[src/rtl/ipi_pkg.sv]
package ipi_pkg;
  localparam int ADDR_W   = 22;
  localparam int DATA_W   = 32;
  localparam int REGION_W = 8;
  localparam int ID_NUM   = 64;
  localparam int ID_W     = $clog2(ID_NUM);
  localparam int TGT_MAX  = 8;
  localparam int TGT_W    = $clog2(TGT_MAX);

  localparam logic [9:0] PEND_PAGE  = 10'h001;
  localparam logic [9:0] EN_PAGE    = 10'h002;
  localparam logic [6:0] CTX_TOP    = 7'b1000000;
  localparam logic [11:0] CLAIM_OFS = 12'h004;

  typedef enum logic [2:0] {
    RG_NONE,
    RG_PRIO,
    RG_PEND,
    RG_EN,
    RG_CLAIM
  } rgn_e;

  typedef struct packed {
    rgn_e             kind;
    logic [ID_W-1:0]  id;
    logic [TGT_W-1:0] tgt;
    logic             word;
  } dec_t;

  // Source k = 1 + REGION_W*sender + target
  function automatic logic id_valid(int id, int n);
    if (id < 1 || id >= ID_NUM) return 1'b0;
    return (((id - 1) / REGION_W) < n) && (((id - 1) % REGION_W) < n);
  endfunction

  function automatic logic [ID_NUM-1:0] valid_mask(int n);
    logic [ID_NUM-1:0] m;
    for (int i = 0; i < ID_NUM; i++) m[i] = id_valid(i, n);
    return m;
  endfunction

  // Pending word w bit b maps to source 1 + 32*w + b
  function automatic logic [ID_NUM-1:0] pend_expand(logic w, logic [DATA_W-1:0] d);
    logic [ID_NUM+DATA_W-1:0] t;
    t = {{ID_NUM{1'b0}}, d} << (1 + DATA_W * int'(w));
    return t[ID_NUM-1:0];
  endfunction

  function automatic logic [DATA_W-1:0] pend_extract(logic w, logic [ID_NUM-1:0] v);
    logic [ID_NUM-1:0] t;
    t = v >> (1 + DATA_W * int'(w));
    return t[DATA_W-1:0];
  endfunction

  function automatic dec_t decode(logic [ADDR_W-1:0] a);
    dec_t d;
    d = '0;
    d.kind = RG_NONE;
    if (a[1:0] == 2'b00) begin
      if (a[21:8] == '0) begin
        d.kind = RG_PRIO;
        d.id   = a[7:2];
      end else if (a[21:12] == PEND_PAGE && a[11:3] == '0) begin
        d.kind = RG_PEND;
        d.word = a[2];
      end else if (a[21:12] == EN_PAGE && a[11:10] == '0 && a[6:3] == '0) begin
        d.kind = RG_EN;
        d.tgt  = a[9:7];
        d.word = a[2];
      end else if (a[21:15] == CTX_TOP && a[11:0] == CLAIM_OFS) begin
        d.kind = RG_CLAIM;
        d.tgt  = a[14:12];
      end
    end
    return d;
  endfunction
endpackage

[src/rtl/ipi_cfg_regs.sv]
module ipi_cfg_regs
  import ipi_pkg::*;
#(
  parameter int N_HARTS = 4,
  parameter int PRIO_W  = 3
) (
  input  logic                                 clk,
  input  logic                                 rst_n,
  input  logic                                 prio_we,
  input  logic [ID_W-1:0]                      prio_id,
  input  logic [PRIO_W-1:0]                    prio_val,
  input  logic                                 en_we,
  input  logic [TGT_W-1:0]                     en_tgt,
  input  logic                                 en_word,
  input  logic [DATA_W-1:0]                    en_val,
  output logic [ID_NUM-1:0][PRIO_W-1:0]        prio,
  output logic [TGT_MAX-1:0][ID_NUM-1:0]       en_mat
);
  localparam logic [ID_NUM-1:0] VMASK = valid_mask(N_HARTS);

  always_ff @(posedge clk) begin
    if (!rst_n) begin
      prio <= '0;
    end else if (prio_we && VMASK[prio_id]) begin
      prio[prio_id] <= prio_val;
    end
  end

  for (genvar t = 0; t < TGT_MAX; t++) begin : g_row
    if (t < N_HARTS) begin : g_live
      always_ff @(posedge clk) begin
        if (!rst_n) begin
          en_mat[t] <= '0;
        end else if (en_we && en_tgt == TGT_W'(t)) begin
          if (en_word) en_mat[t][ID_NUM-1:DATA_W] <= en_val & VMASK[ID_NUM-1:DATA_W];
          else         en_mat[t][DATA_W-1:0]      <= en_val & VMASK[DATA_W-1:0];
        end
      end
      AST_EN_MASKED: assert property (@(posedge clk) disable iff (!rst_n)
        (en_mat[t] & ~VMASK) == '0);
    end else begin : g_dead
      assign en_mat[t] = '0;
    end
  end
endmodule

[src/rtl/ipi_pending.sv]
module ipi_pending
  import ipi_pkg::*;
#(
  parameter int N_HARTS = 4
) (
  input  logic               clk,
  input  logic               rst_n,
  input  logic               set_we,
  input  logic               set_word,
  input  logic [DATA_W-1:0]  set_data,
  input  logic               clr_fire,
  input  logic [ID_W-1:0]    clr_id,
  input  logic               done_fire,
  input  logic [ID_W-1:0]    done_id,
  output logic [ID_NUM-1:0]  pend,
  output logic [ID_NUM-1:0]  busy
);
  localparam logic [ID_NUM-1:0] VMASK = valid_mask(N_HARTS);

  logic [ID_NUM-1:0] set_vec, clr_vec, done_vec;

  always_comb begin
    set_vec  = set_we ? (pend_expand(set_word, set_data) & VMASK) : '0;
    clr_vec  = (clr_fire && clr_id != '0) ? (ID_NUM'(1) << clr_id) : '0;
    done_vec = done_fire ? (ID_NUM'(1) << done_id) : '0;
  end

  always_ff @(posedge clk) begin
    if (!rst_n) begin
      pend <= '0;
      busy <= '0;
    end else begin
      pend <= (pend & ~clr_vec) | set_vec;
      busy <= (busy & ~done_vec) | clr_vec;
    end
  end

  for (genvar i = 1; i < ID_NUM; i++) begin : g_chk
    AST_ZERO_KEEPS: assert property (@(posedge clk) disable iff (!rst_n)
      pend[i] && !clr_vec[i] |=> pend[i]);
  end

  AST_CLAIM_MARKS: assert property (@(posedge clk) disable iff (!rst_n)
    clr_fire && clr_id != '0 |=> busy[$past(clr_id)]);
  AST_NO_PHANTOM: assert property (@(posedge clk) disable iff (!rst_n)
    ((pend | busy) & ~VMASK) == '0);
endmodule

[src/rtl/ipi_arbiter.sv]
module ipi_arbiter
  import ipi_pkg::*;
#(
  parameter int PRIO_W = 3
) (
  input  logic                          clk,
  input  logic                          rst_n,
  input  logic [ID_NUM-1:0]             pend,
  input  logic [ID_NUM-1:0]             busy,
  input  logic [ID_NUM-1:0]             en,
  input  logic [ID_NUM-1:0][PRIO_W-1:0] prio,
  output logic [ID_W-1:0]               best_id,
  output logic [PRIO_W-1:0]             best_prio
);
  logic [ID_NUM-1:0] elig;

  always_comb begin
    for (int i = 0; i < ID_NUM; i++) elig[i] = pend[i] && !busy[i] && en[i] && (prio[i] != '0);
    best_id   = '0;
    best_prio = '0;
    // strict compare keeps the lowest ID among equals
    for (int i = 1; i < ID_NUM; i++) begin
      if (elig[i] && prio[i] > best_prio) begin
        best_id   = ID_W'(i);
        best_prio = prio[i];
      end
    end
  end

  for (genvar i = 1; i < ID_NUM; i++) begin : g_chk
    AST_PRIO_ORDER: assert property (@(posedge clk) disable iff (!rst_n)
      elig[i] |-> prio[i] <= best_prio);
    AST_TIE_LOW: assert property (@(posedge clk) disable iff (!rst_n)
      elig[i] && prio[i] == best_prio |-> best_id <= ID_W'(i));
  end

  AST_WINNER_LIVE: assert property (@(posedge clk) disable iff (!rst_n)
    best_id != '0 |-> pend[best_id] && !busy[best_id] && prio[best_id] != '0);
endmodule

[src/rtl/ipi_ctrl.sv]
module ipi_ctrl
  import ipi_pkg::*;
#(
  parameter int N_HARTS = 4,
  parameter int PRIO_W  = 3
) (
  input  logic                 clk,
  input  logic                 rst_n,
  input  logic [21:0]          addr,
  input  logic [31:0]          wdata,
  input  logic                 wr_en,
  input  logic                 rd_en,
  output logic [31:0]          rdata,
  output logic [N_HARTS-1:0]   irq
);
  if (N_HARTS < 1 || N_HARTS > 7) begin : g_bad_cfg
    $error("ipi_ctrl: N_HARTS must lie in 1..7");
  end

  dec_t                          dec;
  logic                          tgt_ok;
  logic [ID_NUM-1:0][PRIO_W-1:0] prio;
  logic [TGT_MAX-1:0][ID_NUM-1:0] en_mat;
  logic [ID_NUM-1:0]             pend, busy;
  logic [TGT_MAX-1:0][ID_W-1:0]  win_id;
  logic                          claim_fire, done_fire;
  logic [ID_W-1:0]               claim_id, done_id;
  logic                          done_in_range;
  logic [DATA_W-1:0]             rd_mux;

  assign dec    = decode(addr);
  assign tgt_ok = int'(dec.tgt) < N_HARTS;

  // events brought out for the checks
  assign claim_fire    = rd_en && dec.kind == RG_CLAIM && tgt_ok;
  assign claim_id      = win_id[dec.tgt];
  assign done_in_range = wdata < DATA_W'(ID_NUM);
  assign done_id       = wdata[ID_W-1:0];
  assign done_fire     = wr_en && dec.kind == RG_CLAIM && tgt_ok && done_in_range
                         && busy[done_id] && en_mat[dec.tgt][done_id];

  ipi_cfg_regs #(.N_HARTS(N_HARTS), .PRIO_W(PRIO_W)) i_cfg (
    .clk      (clk),
    .rst_n    (rst_n),
    .prio_we  (wr_en && dec.kind == RG_PRIO),
    .prio_id  (dec.id),
    .prio_val (wdata[PRIO_W-1:0]),
    .en_we    (wr_en && dec.kind == RG_EN),
    .en_tgt   (dec.tgt),
    .en_word  (dec.word),
    .en_val   (wdata),
    .prio     (prio),
    .en_mat   (en_mat)
  );

  ipi_pending #(.N_HARTS(N_HARTS)) i_pend (
    .clk       (clk),
    .rst_n     (rst_n),
    .set_we    (wr_en && dec.kind == RG_PEND),
    .set_word  (dec.word),
    .set_data  (wdata),
    .clr_fire  (claim_fire),
    .clr_id    (claim_id),
    .done_fire (done_fire),
    .done_id   (done_id),
    .pend      (pend),
    .busy      (busy)
  );

  for (genvar t = 0; t < TGT_MAX; t++) begin : g_tgt
    if (t < N_HARTS) begin : g_live
      logic [PRIO_W-1:0] top_prio;
      ipi_arbiter #(.PRIO_W(PRIO_W)) i_arb (
        .clk       (clk),
        .rst_n     (rst_n),
        .pend      (pend),
        .busy      (busy),
        .en        (en_mat[t]),
        .prio      (prio),
        .best_id   (win_id[t]),
        .best_prio (top_prio)
      );
      assign irq[t] = win_id[t] != '0;
      AST_IRQ_HAS_WORK: assert property (@(posedge clk) disable iff (!rst_n)
        irq[t] |-> (pend & ~busy & en_mat[t]) != '0);
    end else begin : g_dead
      assign win_id[t] = '0;
    end
  end

  always_comb begin
    rd_mux = '0;
    unique case (dec.kind)
      RG_PRIO:  rd_mux = DATA_W'(prio[dec.id]);
      RG_PEND:  rd_mux = pend_extract(dec.word, pend);
      RG_EN:    if (tgt_ok) rd_mux = dec.word ? en_mat[dec.tgt][ID_NUM-1:DATA_W]
                                              : en_mat[dec.tgt][DATA_W-1:0];
      RG_CLAIM: if (tgt_ok) rd_mux = DATA_W'(claim_id);
      default:  rd_mux = '0;
    endcase
  end

  always_ff @(posedge clk) begin
    if (!rst_n)     rdata <= '0;
    else if (rd_en) rdata <= rd_mux;
  end

  AST_BAD_DONE_IGNORED: assert property (@(posedge clk) disable iff (!rst_n)
    wr_en && !rd_en && dec.kind == RG_CLAIM && !done_fire |=> $stable(busy));
  AST_NO_DOUBLE_CLAIM: assert property (@(posedge clk) disable iff (!rst_n)
    claim_fire && claim_id != '0 |-> !busy[claim_id]);
endmodule

[config.mk]
export PLATFORM = sky130hd
export DESIGN_NAME = ipi_ctrl
export DESIGN_NICKNAME = d
export VERILOG_FILES = /design/src/rtl/ipi_pkg.sv /design/src/rtl/ipi_cfg_regs.sv /design/src/rtl/ipi_pending.sv /design/src/rtl/ipi_arbiter.sv /design/src/rtl/ipi_ctrl.sv
export SDC_FILE = /design/constraint.sdc
export NUM_CORES = 1
export LEC_CHECK = 0
export ABC_AREA = 1
export BUFFER_PORTS_ARGS = -buffer_cell sky130_fd_sc_hd__buf_2
export CORE_MARGIN = 3
export CORE_UTILIZATION = 44
export DETAILED_ROUTE_END_ITERATION = 6
export GPL_ROUTABILITY_DRIVEN = 0
export HOLD_SLACK_MARGIN = 0.1
export SETUP_SLACK_MARGIN = 0.4
export SKIP_LAST_GASP = 1
export SYNTH_ARGS = -nofsm -noshare
export SYNTH_HDL_FRONTEND = slang
export SYNTH_SLANG_ARGS = --single-unit
export TNS_END_PERCENT = 30
[constraint.sdc]
create_clock -name clk -period 32.1 [get_ports clk]
set_input_delay 9.63 -clock clk [delete_from_list [all_inputs] [get_ports clk]]
set_output_delay 9.63 -clock clk [all_outputs]
set_load 0.005 [all_outputs]
==> After elaboration in Yosys (flattened, before gate mapping) <==
Memory sizes are Yosys's and may differ from the RTL's.
Index checks and enable logic that the tools add are counted.
W data, S select, Z words.
{ "op_classes": {"add_sub_neg": 1, "order_cmp": 67, "eq_ne": 11, "shifts": 4, "muxes": 157, "bitwise_logic": 7, "reduce_logical": 276} }
{ "op_table": {"columns": ["op", "n"], "rows": [
  ["$logic_and A1 B1 Y1", 229],
  ["$mux W3", 73],
  ["$bmux W64 S3", 1],
  ["$bwmux W192", 1],
  ["$mux W64", 3],
  ["$gt A3 B3 Y1", 60],
  ["$mux W5", 32],
  ["$and A64 B64 Y64", 2],
  ["$not A64 Y64", 2],
  ["$or A64 B64 Y64", 2],
  ["$pmux W32 S4", 1],
  ["$shl A1 B6 Y64 const A", 2],
  ["$mux W4", 17],
  ["$mux W32", 2],
  ["$shr A64 B32 Y32", 1],
  ["$reduce_bool A3 Y1", 16],
  ["$lt A32 B7 Y1 const B", 1],
  ["$shl A32 B32 Y29", 1],
  ["$reduce_bool A6 Y1", 5],
  ["$mux W29", 1],
  ["$bmux W3 S6", 1],
  ["$bmux W6 S3", 1],
  ["$demux W3 S6", 1],
  ["$mux W6", 3],
  ["other kinds (25)", 65]
]} }
{ "word_totals": {"register_bits": 416, "rom_bits": 64, "in_bits": 58, "out_inout_bits": 36, "wordCells": 595, "n_memories": 1} }
{ "mem_list": {"columns": ["name", "words", "width", "rd", "rd_ports_with_merged_regs", "wr", "line", "text"], "rows": [
  ["(name not given)", 64, 1, 1, 0, 0, "ipi_cfg_regs.sv:24", "end else if (prio_we && VMASK[prio_id]) begin"]
]} }

==> Logic depth before layout (Yosys ltp) <==
{ "depth": {"word_depth": 59, "ltp_mapped": 128, "depth_no_buf": 128} }

==> By module <==
Synthesis repeated with hierarchy kept, for this count alone.
{ "unflattened": {"cells_unflattened": 10566, "hier_area_um2": 61451.4} }
{ "modules_own_cells": {"columns": ["mod", "instances", "cells_per_inst", "area_per_inst_um2", "seq_area_each_um2"], "rows": [
  ["ipi_arbiter at g_tgt[0].g_live.i_arb ...", 2, 1533, 8436.8, 0.0],
  ["ipi_cfg_regs", 1, 1493, 11868.9, 5124.9],
  ["ipi_ctrl", 1, 2222, 10746.6, 640.6],
  ["ipi_arbiter at g_tgt[1].g_live.i_arb", 1, 1561, 8728.4, 0.0],
  ["ipi_arbiter at g_tgt[3].g_live.i_arb", 1, 1569, 8207.9, 0.0],
  ["ipi_pending", 1, 655, 5026.1, 2562.5]
]} }

==> Worst setup path after synthesis <==
OpenSTA, ideal clock, no wires.
{ "synth_path": {"path_type": "register to output", "from": "reg i_cfg.prio[5] (netlist name)", "to": "out irq[0]", "arrival_time_ns": 15.869, "t_required_ns": 22.470, "path_slack_ns": 6.601, "stages_incl_launch_ff": 106, "n_path_buf": 0, "cell_sequence": "dfxtp_1 nor3_1 nor3_1 nand2_1 inv_1 ha_1 inv_1 nor2_1 nor2_2 nand3_2 o21ai_0 inv_1 ha_1 o21ai_0 nand3_1 nand3_2 nand3_2 o21ai_0 [... 70 more ...] nand3_1 o21ai_0 ha_1 nand2_1 nor2_1 a211oi_1 nor3_1 inv_1 nand2_1 o21ai_0 ha_1 a21oi_1 o21ai_0 nand4_1 nand2_1 nor3_1 nand4_1 nand3b_1"} }
{ "synth_via": {"elab_chain_cells": 50, "elab_cells_between_ends": 66} }
{ "synth_rtl": {"columns": ["element", "line", "text"], "rows": [
  ["start: declaration", "ipi_cfg_regs.sv:16", "output logic [ID_NUM-1:0][PRIO_W-1:0] prio,"],
  ["start signal: indexed assignment", "ipi_cfg_regs.sv:25", "prio[prio_id] <= prio_val;"],
  ["branches (longest 48 deep; another with $gt A3 B1 Y1)", null, null],
  ["$mux W5 *", "ipi_arbiter.sv:23", "if (elig[i] && prio[i] > best_prio) begin"],
  ["$reduce_bool A6 Y1 *", "ipi_ctrl.sv:83", "assign irq[t] = win_id[t] != '0;"],
  ["end: declaration", "ipi_ctrl.sv:14", "output logic [N_HARTS-1:0] irq"]
]} }
Every way passes the cells marked *.

==> Worst setup path after layout <==
{ "layout_path": {"from": "reg i_pend.pend[1]", "to": "out irq[1]"} }
{ "layout_via": {"elab_chain_cells": 51, "elab_cells_between_ends": 66} }
{ "layout_rtl": {"columns": ["element", "line", "text"], "rows": [
  ["start: declaration", "ipi_pending.sv:15", "output logic [ID_NUM-1:0] pend,"],
  ["start signal: assignment", "ipi_pending.sv:33", "pend <= (pend & ~clr_vec) | set_vec;"],
  ["$logic_and A1 B1 Y1 * (3 in a row)", "ipi_arbiter.sv:18", "for (int i = 0; i < ID_NUM; i++) elig[i] = pend[i] && !busy[i] && en[i] && (prio[i] != '0);"],
  ["$logic_and A1 B1 Y1 *", "ipi_arbiter.sv:23", null],
  ["$mux W3", "ipi_arbiter.sv:23", null],
  ["$gt A3 B3 Y1", "ipi_arbiter.sv:23", null],
  ["$logic_and A1 B1 Y1", "ipi_arbiter.sv:23", null],
  ["$mux W3", "ipi_arbiter.sv:23", null],
  ["$gt A3 B3 Y1", "ipi_arbiter.sv:23", null],
  ["$logic_and A1 B1 Y1", "ipi_arbiter.sv:23", null],
  ["[... 33 more ...]", null, null],
  ["$mux W3", "ipi_arbiter.sv:23", null],
  ["$gt A3 B3 Y1", "ipi_arbiter.sv:23", null],
  ["$logic_and A1 B1 Y1", "ipi_arbiter.sv:23", null],
  ["$mux W3", "ipi_arbiter.sv:23", null],
  ["$gt A3 B3 Y1", "ipi_arbiter.sv:23", null],
  ["$logic_and A1 B1 Y1", "ipi_arbiter.sv:23", null],
  ["$mux W5 *", "ipi_arbiter.sv:23", null],
  ["$reduce_bool A6 Y1 *", "ipi_ctrl.sv:83", null]
]} }
Every way passes the cells marked *; elsewhere a longest branch is shown, timed or not.

==> flow_metrics.env <==
export IMPL_status="completed"
export IMPL_p_per_area_mw_per_mm2=41.06
export IMPL_syn_cell_area_mm2=0.02233
export IMPL_power_leakage_nw=11.79
export IMPL_first_global_vias=21618
export IMPL_ys_warn_count=0
export IMPL_max_freq_mhz=33.82
export IMPL_use_met1_pct=39.51
export IMPL_crit_top_cell="o21ai_0"
export IMPL_drive_above_1_share_pct=13.44
export IMPL_use_met2_pct=44.88
export IMPL_num_rows=81
export IMPL_gr_usage_met3_pct=4.265
export IMPL_synth_nets=3367
export IMPL_rsz0062_at_grt="false"
export IMPL_grt_max_degree=123
export IMPL_finalSetupViolCount=0
export IMPL_antenna_cells=0
export IMPL_clk_pin_slew_ns=0.06
export IMPL_syn_area_per_cell_um2=6.923
export IMPL_cts_buffers=43
export IMPL_critPathArrivalTime_ns=19.94
export IMPL_synth_seq_area_share_pct=34.25
export IMPL_regArea_mm2=0.007647
export IMPL_core_area_mm2=0.04956
export IMPL_finalCritPeriodShare_pct=92.10
export IMPL_netlist_area_leader_share_pct=34.25
export IMPL_route_detailed_drc=0
export IMPL_cp_start_kind="register"
export IMPL_peakVddDrop_uv=42.04
export IMPL_slew_viol_final=0
export IMPL_htreeDepth=2
export IMPL_final_cell_mix="nand2_1, inv_1, dfxtp_1, o21ai_0, nor2_1"
export IMPL_place_area_mm2=0.02342
export IMPL_fillCellCount=4966
export IMPL_multi_input_area_mm2=0.01217
export IMPL_syn_to_final_growth_pct=11.55
export IMPL_async_flop_share_pct=0
export IMPL_routedWlPerCell_um=20.09
export IMPL_post_route_util_pct=50.26
export IMPL_ys_seq_elements=382
export IMPL_track_usage_pct=29.06
export IMPL_antenna_found_initial=0
export IMPL_finalHoldViolations=0
export IMPL_slew_headroom_pct=30.57
export IMPL_vias_per_cell=5.731
export IMPL_cts_setup_buffers=0
export IMPL_fp_dieArea_mm2=0.05348
export IMPL_drtIter0Drc=2273
export IMPL_tritoncts="done"
export IMPL_worst_path_max_delay_cell="o21ai_1"
export IMPL_place_detailed_hpwl_mm=60.96
export IMPL_fin_nets=3422
export IMPL_grt_ovfl_total=0
export IMPL_insertion_delay_ns=0.57
export IMPL_worst_pin_slew_ns=1.031
export IMPL_synth_edff_count=0
export IMPL_stdcell_area_mm2=0.02491
export IMPL_critical_path_class="register to output pin"
export IMPL_die_w_um=231.3
export IMPL_post_route_min_period_ns=29.57
export IMPL_drv_cap=0
export IMPL_final_common_cell="nand2_1"
export IMPL_die_h_um=231.3
export IMPL_start_util_pct=45.05
export IMPL_portBuffers=92
export IMPL_yosys_top_cells_area="dfxtp_1, nand2_1, inv_1, o21ai_0, ha_1"
export IMPL_cp_max_fo=10
export IMPL_fin_skew_ns=0.02445
export IMPL_total_power_mw=1.023
export IMPL_syn_inst=3225
export IMPL_via_count=22780
export IMPL_antenna_left=0
export IMPL_cts_root_buffer="clkbuf_16"
export IMPL_clkSinkCount=382
export IMPL_ys_types=61
export IMPL_finalWirelength_mm=79.86
export IMPL_synth_area_leader_cell="dfxtp_1"
export IMPL_dr_pass1_iters=6
export IMPL_ios=94
export IMPL_worst_path_largest_cell_delay_ns=0.58
export IMPL_hold_buffers=0
export IMPL_crit_path_end_kind="output pin"
export IMPL_post_cts_resized=0
export IMPL_critical_path_required_ns=22.47
export IMPL_clockBufferDepth=3
export IMPL_hold_path_class="register to register"
export IMPL_grt_pass1_wl_mm=122.6
export IMPL_grt_busiest_layer="met2"
export IMPL_setup_tns_final_ns=0
export IMPL_yosys_most_used_dff="dfxtp_1"
## power by group
part	switching (mW)	internal [mW]	total, mW
logic	0.0238	0.00651	0.0303
registers	0.0000000134	0.474	0.474
clock network	0.208	0.311	0.518
## through the flow
step	setup WS, ns	cells	hold WS (ns)
2_1_floorplan	6.601	3225	0.4040
3_3_place_gp	3.796	3899	0.4106
3_5_place_dp	3.458	3899	0.4148
4_1_cts	2.826	3975	0.4237
5_1_grt	0.8106	3975	0.4380
6_report	2.534	3975	0.4242
## area by class of cell
type,instances,share of cell area [%]
multi-input cells,2174,48.87
flip-flops and latches,382,30.70
inverters,562,8.490
clock buffers,54,4.732
well taps,664,3.336
repair buffers,117,2.637
clock inverters,22,1.226
## worst max-delay path: cells and delay by family (launching register included)
| family | cells | cell delay (ns) |
|---|---|---|
| buffers and inverters | 11 | 0.98 |
| AOI/OAI and AO/OA | 29 | 6.84 |
| adders and majority gates | 15 | 4.46 |
| DFF | 1 | 0.35 |
| and+or+nand+nor | 50 | 6.75 |
## path summary, 6_finish.rpt
path / start / to / slack, ns / cells after the start
setup / recovery: i_pend.pend[1] / irq[1] / 2.53 / 105
setup reg to reg: i_pend.pend[1] / i_pend.pend[3] / 12.18 / 109
hold / removal: i_cfg.prio[175] / i_cfg.prio[175] / 0.42 / 2
hold reg to reg: i_cfg.prio[175] / i_cfg.prio[175] / 0.42 / 2
## state kept, by name, indices dropped and copies added, names as in the netlist
register,count
i_cfg.prio,192
i_pend.pend,31
i_pend.busy,64
i_cfg.en_mat,64
rdata,31
## cell families after synthesis
group / Yosys count / share of synthesized area (%)
other: 1 / 0.01680
AOI/OAI and AO/OA: 789 / 21.57
and+or+nand+nor: 1300 / 28.13
DFF: 382 / 34.25
adders and majority gates: 84 / 4.707
buffers and inverters: 669 / 11.33
## cells in the mapped netlist (61+ instances only)
library cell  instances
a211oi_1             61
a21oi_1             169
clkbuf_1             86
dfxtp_1             382
ha_1                 84
inv_1               528
nand2_1             585
nand2_2             126
nand3_1             179
nor2_1              188
nor3_1               75
o21ai_0             252
o22ai_1             150
## metal layers
layer / wire (µm) / vias to the layer above / part of all wire (%)
li1: - / 10946 / -
met1: 34250 / 10591 / 43
met2: 34380 / 1019 / 43
met3: 6563 / 224 / 8.2
met4: 4666 / 0 / 5.8
met5: 0 / - / 0
Note: power is estimated with default switching activity, not from simulation.
